[src/rtl/ras_pkg.sv]
package ras_pkg;
    typedef enum logic [1:0] {
        S_EMPTY = 2'd0,
        S_PART  = 2'd1,
        S_FULL  = 2'd2
    } occ_state_e;

    typedef enum logic [1:0] {
        OP_NONE    = 2'd0,
        OP_RESTORE = 2'd1,
        OP_PUSH    = 2'd2,
        OP_POP     = 2'd3
    } ras_op_e;
endpackage

[src/rtl/ras_op_arb.sv]
module ras_op_arb
    import ras_pkg::*;
(
    input  logic    push_req,
    input  logic    ret_req,
    input  logic    undo_req,
    input  logic    restore_req,
    output ras_op_e op
);
    // restore beats push beats any pop; two pop requests merge into one
    always_comb begin
        if (restore_req)             op = OP_RESTORE;
        else if (push_req)           op = OP_PUSH;
        else if (ret_req || undo_req) op = OP_POP;
        else                         op = OP_NONE;
    end
endmodule

[src/rtl/ras_occ_ctrl.sv]
module ras_occ_ctrl
    import ras_pkg::*;
#(
    parameter int DEPTH = 16,
    localparam int PTR_W = $clog2(DEPTH),
    localparam int CNT_W = $clog2(DEPTH + 1)
) (
    input  logic             clk,
    input  logic             rst_n,
    input  ras_op_e          op,
    input  logic [PTR_W-1:0] rst_idx,
    output logic [PTR_W-1:0] ptr,
    output logic             is_empty,
    output logic             wr_en,
    output logic [PTR_W-1:0] wr_idx,
    output logic             wr_from_restore
);
    localparam logic [CNT_W-1:0] CNT_MAX = CNT_W'(DEPTH);
    localparam logic [CNT_W-1:0] CNT_ONE = CNT_W'(1);

    occ_state_e       state_q, state_d;
    logic [CNT_W-1:0] cnt_q, cnt_d;
    logic [PTR_W-1:0] ptr_q, ptr_d;

    // state register
    always_ff @(posedge clk) begin
        if (!rst_n) begin
            state_q <= S_EMPTY;
            cnt_q   <= '0;
            ptr_q   <= '0;
        end else begin
            state_q <= state_d;
            cnt_q   <= cnt_d;
            ptr_q   <= ptr_d;
        end
    end

    // next state, count and pointer
    always_comb begin
        state_d = state_q;
        cnt_d   = cnt_q;
        ptr_d   = ptr_q;
        unique case (state_q)
            S_EMPTY: begin
                if (op == OP_RESTORE || op == OP_PUSH) begin   // T_FILL
                    state_d = S_PART;
                    cnt_d   = CNT_ONE;
                end
            end
            S_PART: begin
                if (op == OP_PUSH) begin
                    cnt_d = cnt_q + CNT_ONE;
                    if (cnt_q + CNT_ONE == CNT_MAX) state_d = S_FULL; // T_TOPUP
                end else if (op == OP_POP) begin
                    cnt_d = cnt_q - CNT_ONE;
                    if (cnt_q == CNT_ONE) state_d = S_EMPTY;        // T_DRAIN
                end
            end
            S_FULL: begin
                if (op == OP_POP) begin                            // T_SPILL
                    state_d = S_PART;
                    cnt_d   = cnt_q - CNT_ONE;
                end
            end
            default: begin
                state_d = S_EMPTY;
                cnt_d   = '0;
            end
        endcase
        unique case (op)
            OP_RESTORE: ptr_d = rst_idx;
            OP_PUSH:    ptr_d = ptr_q + PTR_W'(1);
            OP_POP:     if (state_q != S_EMPTY) ptr_d = ptr_q - PTR_W'(1);
            OP_NONE:    ptr_d = ptr_q;
            default:    ptr_d = ptr_q;
        endcase
    end

    // outputs
    always_comb begin
        ptr             = ptr_q;
        is_empty        = (state_q == S_EMPTY);
        wr_en           = (op == OP_RESTORE) || (op == OP_PUSH);
        wr_from_restore = (op == OP_RESTORE);
        wr_idx          = (op == OP_RESTORE) ? rst_idx : ptr_q + PTR_W'(1);
    end
endmodule

[src/rtl/ras_store.sv]
module ras_store #(
    parameter int DEPTH  = 16,
    parameter int ADDR_W = 32,
    localparam int PTR_W = $clog2(DEPTH)
) (
    input  logic              clk,
    input  logic              we,
    input  logic [PTR_W-1:0]  widx,
    input  logic [ADDR_W-1:0] wdata,
    input  logic [PTR_W-1:0]  ridx,
    output logic [ADDR_W-1:0] rdata
);
    logic [ADDR_W-1:0] slots [DEPTH];

    always_ff @(posedge clk) begin
        if (we) slots[widx] <= wdata;
    end

    assign rdata = slots[ridx];
endmodule

[src/rtl/ret_addr_stack.sv]
module ret_addr_stack
    import ras_pkg::*;
#(
    parameter int ADDR_W     = 32,
    parameter int DEPTH      = 16,
    parameter int INSN_BYTES = 4,
    localparam int PTR_W = $clog2(DEPTH)
) (
    input  logic              clk,
    input  logic              rst_n,
    input  logic              call_push_i,
    input  logic [ADDR_W-1:0] call_pc_i,
    input  logic              ret_pop_i,
    input  logic              undo_pop_i,
    input  logic              restore_i,
    input  logic [PTR_W-1:0]  rst_idx_i,
    input  logic [ADDR_W-1:0] rst_tgt_i,
    output logic [ADDR_W-1:0] top_addr_o,
    output logic [PTR_W-1:0]  top_idx_o,
    output logic              ret_hit_o,
    output logic              empty_o
);
    ras_op_e           op;
    logic [PTR_W-1:0]  ptr, wr_idx;
    logic              is_empty, wr_en, wr_from_restore;
    logic [ADDR_W-1:0] wr_data, rd_data;

    ras_op_arb u_arb (
        .push_req    (call_push_i),
        .ret_req     (ret_pop_i),
        .undo_req    (undo_pop_i),
        .restore_req (restore_i),
        .op          (op)
    );

    ras_occ_ctrl #(.DEPTH(DEPTH)) u_ctrl (
        .clk             (clk),
        .rst_n           (rst_n),
        .op              (op),
        .rst_idx         (rst_idx_i),
        .ptr             (ptr),
        .is_empty        (is_empty),
        .wr_en           (wr_en),
        .wr_idx          (wr_idx),
        .wr_from_restore (wr_from_restore)
    );

    assign wr_data = wr_from_restore ? rst_tgt_i
                                     : call_pc_i + ADDR_W'(INSN_BYTES);

    ras_store #(.DEPTH(DEPTH), .ADDR_W(ADDR_W)) u_store (
        .clk   (clk),
        .we    (wr_en),
        .widx  (wr_idx),
        .wdata (wr_data),
        .ridx  (ptr),
        .rdata (rd_data)
    );

    assign top_addr_o = is_empty ? '0 : rd_data;
    assign top_idx_o  = ptr;
    assign empty_o    = is_empty;
    assign ret_hit_o  = ret_pop_i && !is_empty;
endmodule

[config.mk]
export PLATFORM = sky130hd
export DESIGN_NAME = ret_addr_stack
export DESIGN_NICKNAME = d
export VERILOG_FILES = /design/src/rtl/ras_pkg.sv /design/src/rtl/ras_op_arb.sv /design/src/rtl/ras_occ_ctrl.sv /design/src/rtl/ras_store.sv /design/src/rtl/ret_addr_stack.sv
export SDC_FILE = /design/constraint.sdc
export NUM_CORES = 1
export LEC_CHECK = 0
export BUFFER_PORTS_ARGS = -buffer_cell sky130_fd_sc_hd__buf_2
export CORE_ASPECT_RATIO = 0.9
export CORE_UTILIZATION = 66
export DETAILED_ROUTE_END_ITERATION = 10
export PLACE_DENSITY = 0.94
export SYNTH_ARGS = -nofsm -noshare
export SYNTH_HDL_FRONTEND = slang
export SYNTH_SLANG_ARGS = --single-unit
[constraint.sdc]
create_clock -name clk -period 7.35 [get_ports clk]
set_clock_uncertainty 0.2 [all_clocks]
set_input_delay 0.3675 -clock clk [delete_from_list [all_inputs] [get_ports clk]]
set_output_delay 0.3675 -clock clk [all_outputs]
set_load 0.01 [all_outputs]
==> impl_metrics.ini, run 1 <==
[worst_setup_path]
crit_fanout = 70
rr_endpoint = u_store.slots[5][12]
end_kind = output pin
path_buf_inv = 2
r2r_slack_ns = 3.61
crit_type = reg -> out
critPathTopFamily = flip-flops
required_ns = 6.78
crit_chain = buf_4 -> mux4_2 -> mux4_2 -> nor2b_1 -> buf_2
crit_path_start_kind = register
crit_path_end = top_addr_o[1]
cp.depth = 5
reg2reg_depth = 6
worstReg2RegStart = u_ctrl.ptr[0]
cp.arrival_ns = 3.89
critical_path.most_common_cell = mux4_2
crit_slowest_cell = dfxtp_4
max_stage_delay_ns = 1.08

[run]
timing.max_cap.violations = 0

[place]
gp_congestion = 0.801
dp_hpwl_um = 28700
dpl-instance-area_um2 = 22700
port_buffers = 111

[power_and_ir_drop]
power.leakage_nw = 7.87
total_power_w = 0.00712
vdd_ir_drop_max_v = 0.000195
power.density_nw_per_um2 = 292

[detailed_routing]
dr.pass1.iters = 6
vias = 12500
viasPerCell = 7.49
drt-total-wl_um = 58700
drcViolationCount = 0
drtIter0Drc = 2137
wl_per_cell_um = 35.1
antenna_left = 0

[sta]
rsz0062_at_grt = no
setup_viol = 0
setup_tns_ns = 0
hold_viol_final = 0
max_freq_ghz = 0.224
slew_viol_final = 0
tightest_slew_ns = 1.24
fin_crit_sh_pct = 60.6
min_period_ns = 4.46
maxSlewHeadroom_pct = 17.0

[clocking]
cts_hold_buf = 2
cts-root-buf = clkbuf_16
cts_tree = yes
cts.sinks = 527
post_cts_resized = 0
insertion_delay_ns = 0.56
clock_path_buffers = 3
clkTransAtPathRegs_ns = 0.06
cts_setup_buffers = 0
htreeDepth = 2
numCtsBuffers = 50

[global_routing]
gr-total-overflow = 0
grt_max_degree = 71
grt_pass1_wl_um = 85200
grt_pass1_vias = 12700
antenna_found_initial = 3
track_usage_pct = 36.8

[floorplanning]
design.die.area_um2 = 33100
die_h_um = 173
start_util_pct = 67.1
core_um2 = 31900
rows = 62
io_pins = 112
die_w_um = 192

[cells_and_area]
drive_gt1_share_pct = 33.3
design_area_um2 = 24400
layout.nets = 1292
syn_to_final_growth_pct = 14.0
final_util_pct = 76.5

[synth]
yosys.area.top_type = edfxtp_1
synthTopCellsByArea = edfxtp_1 (72%), mux4_2 (17%), dfxtp_1 (1.4%)
syn_inst = 1060
syn-num-nets = 1141
ys_seq_area_share_pct = 73.3
synth_warnings = 0
synth-seq-cells = 527
synth.top_cell.area_share_pct = 71.9
synthArstFlopShare_pct = 0
synthFlopType = edfxtp_1
synth.distinct_cells = 44
synth-edff-count = 512
synth_area_um2 = 21400
syn_area_per_cell_um2 = 20.2

[worst_hold_path]
hold_path_depth = 4
hold_path.class = in -> reg

[run_status]
status = complete, no violations
==> worst reg2reg max path, stage by stage (launching register included) <==
cell	delay (ns)
dfxtp_1	0.57
inv_1	0.14
ha_1	0.43
nor4b_1	0.43
a31oi_1	0.31
nor2_4	0.87
buf_4	0.45
==> metrics by stage <==
stage,hold WS (ns),cells,worst slack (ns)
final,0.134,1671,2.89
after global routing,0.142,1670,2.87
after CTS,0.113,1667,2.97
after detailed placement,0.387,1573,3.56
after global placement,0.357,1573,3.70
after floorplan,0.289,1060,3.90
==> routing by layer <==
metal / track usage, % / part of all wire, %
met1: 49.2 / 32
met2: 57.5 / 49
met3: 7.92 / 13
met4: 20.0 / 6.4
met5: 0 / 0
==> cell type report <==
type,count,area [um2]
inverters,9,33.8
clock inverters,29,319
multi-input cells,468,5570
diodes,4,10.0
flip-flops and latches,527,15700
fillers,1495,7490
repair buffers,155,891
well taps,416,520
clock buffers,63,1360
==> power by group <==
part,total (W),switching (W),internal [W]
Sequential,0.00352,0.0000835,0.00343
Combinational,0.000932,0.000552,0.000380
Clock,0.00267,0.00111,0.00156
==> cells by family (layout without fill, tap and decap cells) <==
| kind of cell | after synthesis | after routing | synth area share (%) |
|---|---|---|---|
| multiplexers | 167 | 167 | 17.2 |
| buffers and inverters | 65 | 256 | 1.29 |
| adder cells (fa/ha/maj) | 7 | 7 | 0.409 |
| XOR/XNOR | 36 | 36 | 1.47 |
| AND/OR/NAND/NOR | 186 | 186 | 4.35 |
| other | 0 | 4 | 0 |
| AO/OA/AOI/OAI | 72 | 72 | 2.01 |
| flip-flops | 527 | 527 | 73.3 |
==> layout by cell type, fill, tap and decap left out, types with 4 or more instances in the layout <==
master,netlist,final
mux2_2,4,4
nor3_1,10,10
clkbuf_16,0,53
edfxtp_1,512,512
nand2_1,50,50
o21a_1,4,4
a31oi_1,4,4
mux4_2,160,160
nand3_1,27,27
nor2b_1,38,38
buf_2,16,111
and3_1,9,9
o21ai_1,0,14
buf_4,3,42
diode_2,0,4
clkinv_1,0,9
xnor2_1,8,8
nand4_1,10,10
nor2_4,0,17
bufinv_16,0,7
dfxtp_1,15,11
clkinv_2,0,10
inv_1,9,9
nor2_1,29,12
a21oi_1,9,9
xor2_1,28,28
clkbuf_1,34,10
o21ai_0,38,24
ha_1,7,7
==> worst min-delay path by stage <==
| stage | start | slack (ns) | to |
|---|---|---|---|
| 2_1_floorplan | rst_n | 0.29 | register |
| 5_1_grt | rst_idx_i[2] | 0.14 | register |
| 3_5_place_dp | u_ctrl.ptr[1] | 0.39 | register |
| 4_1_cts | rst_tgt_i[11] | 0.11 | u_store.slots[0][11] |
| 6_report | rst_tgt_i[27] | 0.13 | u_store.slots[12][27] |
| 3_3_place_gp | u_ctrl.ptr[1] | 0.36 | register |
==> registers in the layout (all words and copies together) (netlist names), named ones only <==
signal          cells
u_ctrl.ptr          4
u_ctrl.cnt_q        5
u_store.slots     512
u_ctrl.state_q      2
==> synthesized netlist by cell type, types with 4 or more instances <==
cell and n:
mux4_2 160, o21ai_0 38, nor2_1 29, buf_2 16, xnor2_1 8, nor2b_1 38
xor2_1 28, edfxtp_1 512, clkbuf_1 34, dfxtp_1 15, a31oi_1 4, o21a_1 4
nand3_1 27, mux2_2 4, a21oi_1 9, inv_1 9, nand2_1 50, ha_1 7
nor3_1 10, and3_1 9, nand4_1 10
(Power assumes the default switching activity.)
==> inputs of run 2 (changes only) <==
Settings changed: CORE_UTILIZATION 66 to 55, PLACE_DENSITY 0.94 to 0.85.
Clock period 7.35 ns to 3.92 ns, I/O delays scaled along.
==> impl_metrics.ini, run 2 (synthesized netlist as in run 1, its figures left out) <==
[run_status]
status = complete, no violations

[power_and_ir_drop]
vdd_ir_drop_max_v = 0.000506
total_power_w = 0.0130
power.density_nw_per_um2 = 519
power.leakage_nw = 8.06

[clocking]
post_cts_resized = 0
clkTransAtPathRegs_ns = 0.06
clock_path_buffers = 3
insertion_delay_ns = 0.57
cts_tree = yes
cts.sinks = 527
cts-root-buf = clkbuf_16
numCtsBuffers = 50
htreeDepth = 2

[run]
timing.max_cap.violations = 0

[cells_and_area]
fill_cells = 2431
regArea_um2 = 15700
largest_register = u_store.slots
largest_register_ffs = 512
design_area_um2 = 25000
syn_to_final_growth_pct = 16.8
layout.nets = 1342
layout.cells.non_filler = 1823
multiInputGateArea_um2 = 5570
final_common_cell = edfxtp_1
layout_common_cells = edfxtp_1 (512), mux4_2 (160), buf_2 (110)
drive_gt1_share_pct = 33.0

[detailed_routing]
viasPerCell = 6.39
drcViolationCount = 0
vias = 11600
wl_per_cell_um = 28.0
antenna_left = 0
drtIter0Drc = 1377
dr.pass1.iters = 5
drt-total-wl_um = 51100

[global_routing]
grt_pass1_wl_um = 75400
track_usage_pct = 26.5
grt_max_degree = 48
antenna_found_initial = 1
grt_pass1_vias = 11900
gr-total-overflow = 0

[sta]
setup_tns_ns = 0
maxSlewHeadroom_pct = 21.5
min_period_ns = 3.51
rsz0062_at_grt = no
setup_viol = 0
max_freq_ghz = 0.285
slew_viol_final = 0
hold_slack_ns = 0.0357
hold_viol_final = 0
tightest_slew_ns = 1.18
fin_crit_sh_pct = 89.6

[worst_setup_path]
crit_fanout = 43
crit_type = reg -> out
max_stage_delay_ns = 0.70
end_kind = output pin
cp.arrival_ns = 3.12
crit_chain = buf_12 -> mux4_2 -> mux4_2 -> nor2b_1 -> buf_2
crit_path_start_kind = register
crit_slowest_cell = dfxtp_4
required_ns = 3.52
critical_path.most_common_cell = mux4_2

[floorplanning]
die_w_um = 210
rows = 68
die_h_um = 189
design.die.area_um2 = 39700
start_util_pct = 55.7
io_pins = 112
core_um2 = 38400

[place]
dp.cells = 1701
gp_congestion = 0.825
port_buffers = 111
dp_hpwl_um = 28800
dpl-instance-area_um2 = 23100

[worst_hold_path]
hold_path.class = in -> reg
run 2: worst paths after layout:
kind                        start  slack (ns)              endpoint  cells past startpoint
hold / removal      call_pc_i[31]        0.04  u_store.slots[3][31]                      4
setup / recovery         register        0.41        top_addr_o[13]                      5
hold reg to reg   u_ctrl.cnt_q[3]        0.42       u_ctrl.cnt_q[3]                      2
setup reg to reg    u_ctrl.ptr[0]        0.77  u_store.slots[9][27]                      6
run 2: worst max-delay path, delay by kind of cell (launching register included):
| kind | cells | cell delay [ns] |
|---|---|---|
| AND/OR/NAND/NOR | 1 | 0.16 |
| multiplexers | 2 | 1.07 |
| flip-flops | 1 | 0.70 |
| buffers and inverters | 2 | 0.55 |
run 2: per-layer routing:
metal,vias up,GRT usage (%),wire [um]
met5,-,0,0
met4,0,10.3,1620
met3,98,4.31,5050
met2,839,44.2,25900
met1,5950,35.6,18600
li1,4758,-,-
run 2: stage by stage:
step	utilization (%)	worst slack, ns
global route	65.1	0.212
detailed placement	60.2	0.847
finish	65.1	0.406
global placement	60.2	0.927
floorplan	-	0.467
CTS	65.1	0.310
run 2: power by group:
part / switching (W) / total (W) / internal [W] / leakage [nW]
Sequential: 0.000160 / 0.00659 / 0.00643 / 4.78
Combinational: 0.000953 / 0.00172 / 0.000766 / 2.52
Clock: 0.00203 / 0.00465 / 0.00262 / 0.755
run 2: cell type report:
| cell class | instances | area share (%) |
|---|---|---|
| well taps | 525 | 2.63 |
| clock inverters | 27 | 1.07 |
| multi-input cells | 468 | 22.3 |
| flip-flops and latches | 527 | 62.8 |
| diodes | 1 | 0.0100 |
| inverters | 9 | 0.135 |
| clock buffers | 61 | 5.17 |
| repair buffers | 205 | 5.89 |
run 2: repair_timing:
action                    in CTS  in global routing
setup buffers                  0                  0
hold buffers                  33                  0
hold endpoints to repair     391                  0
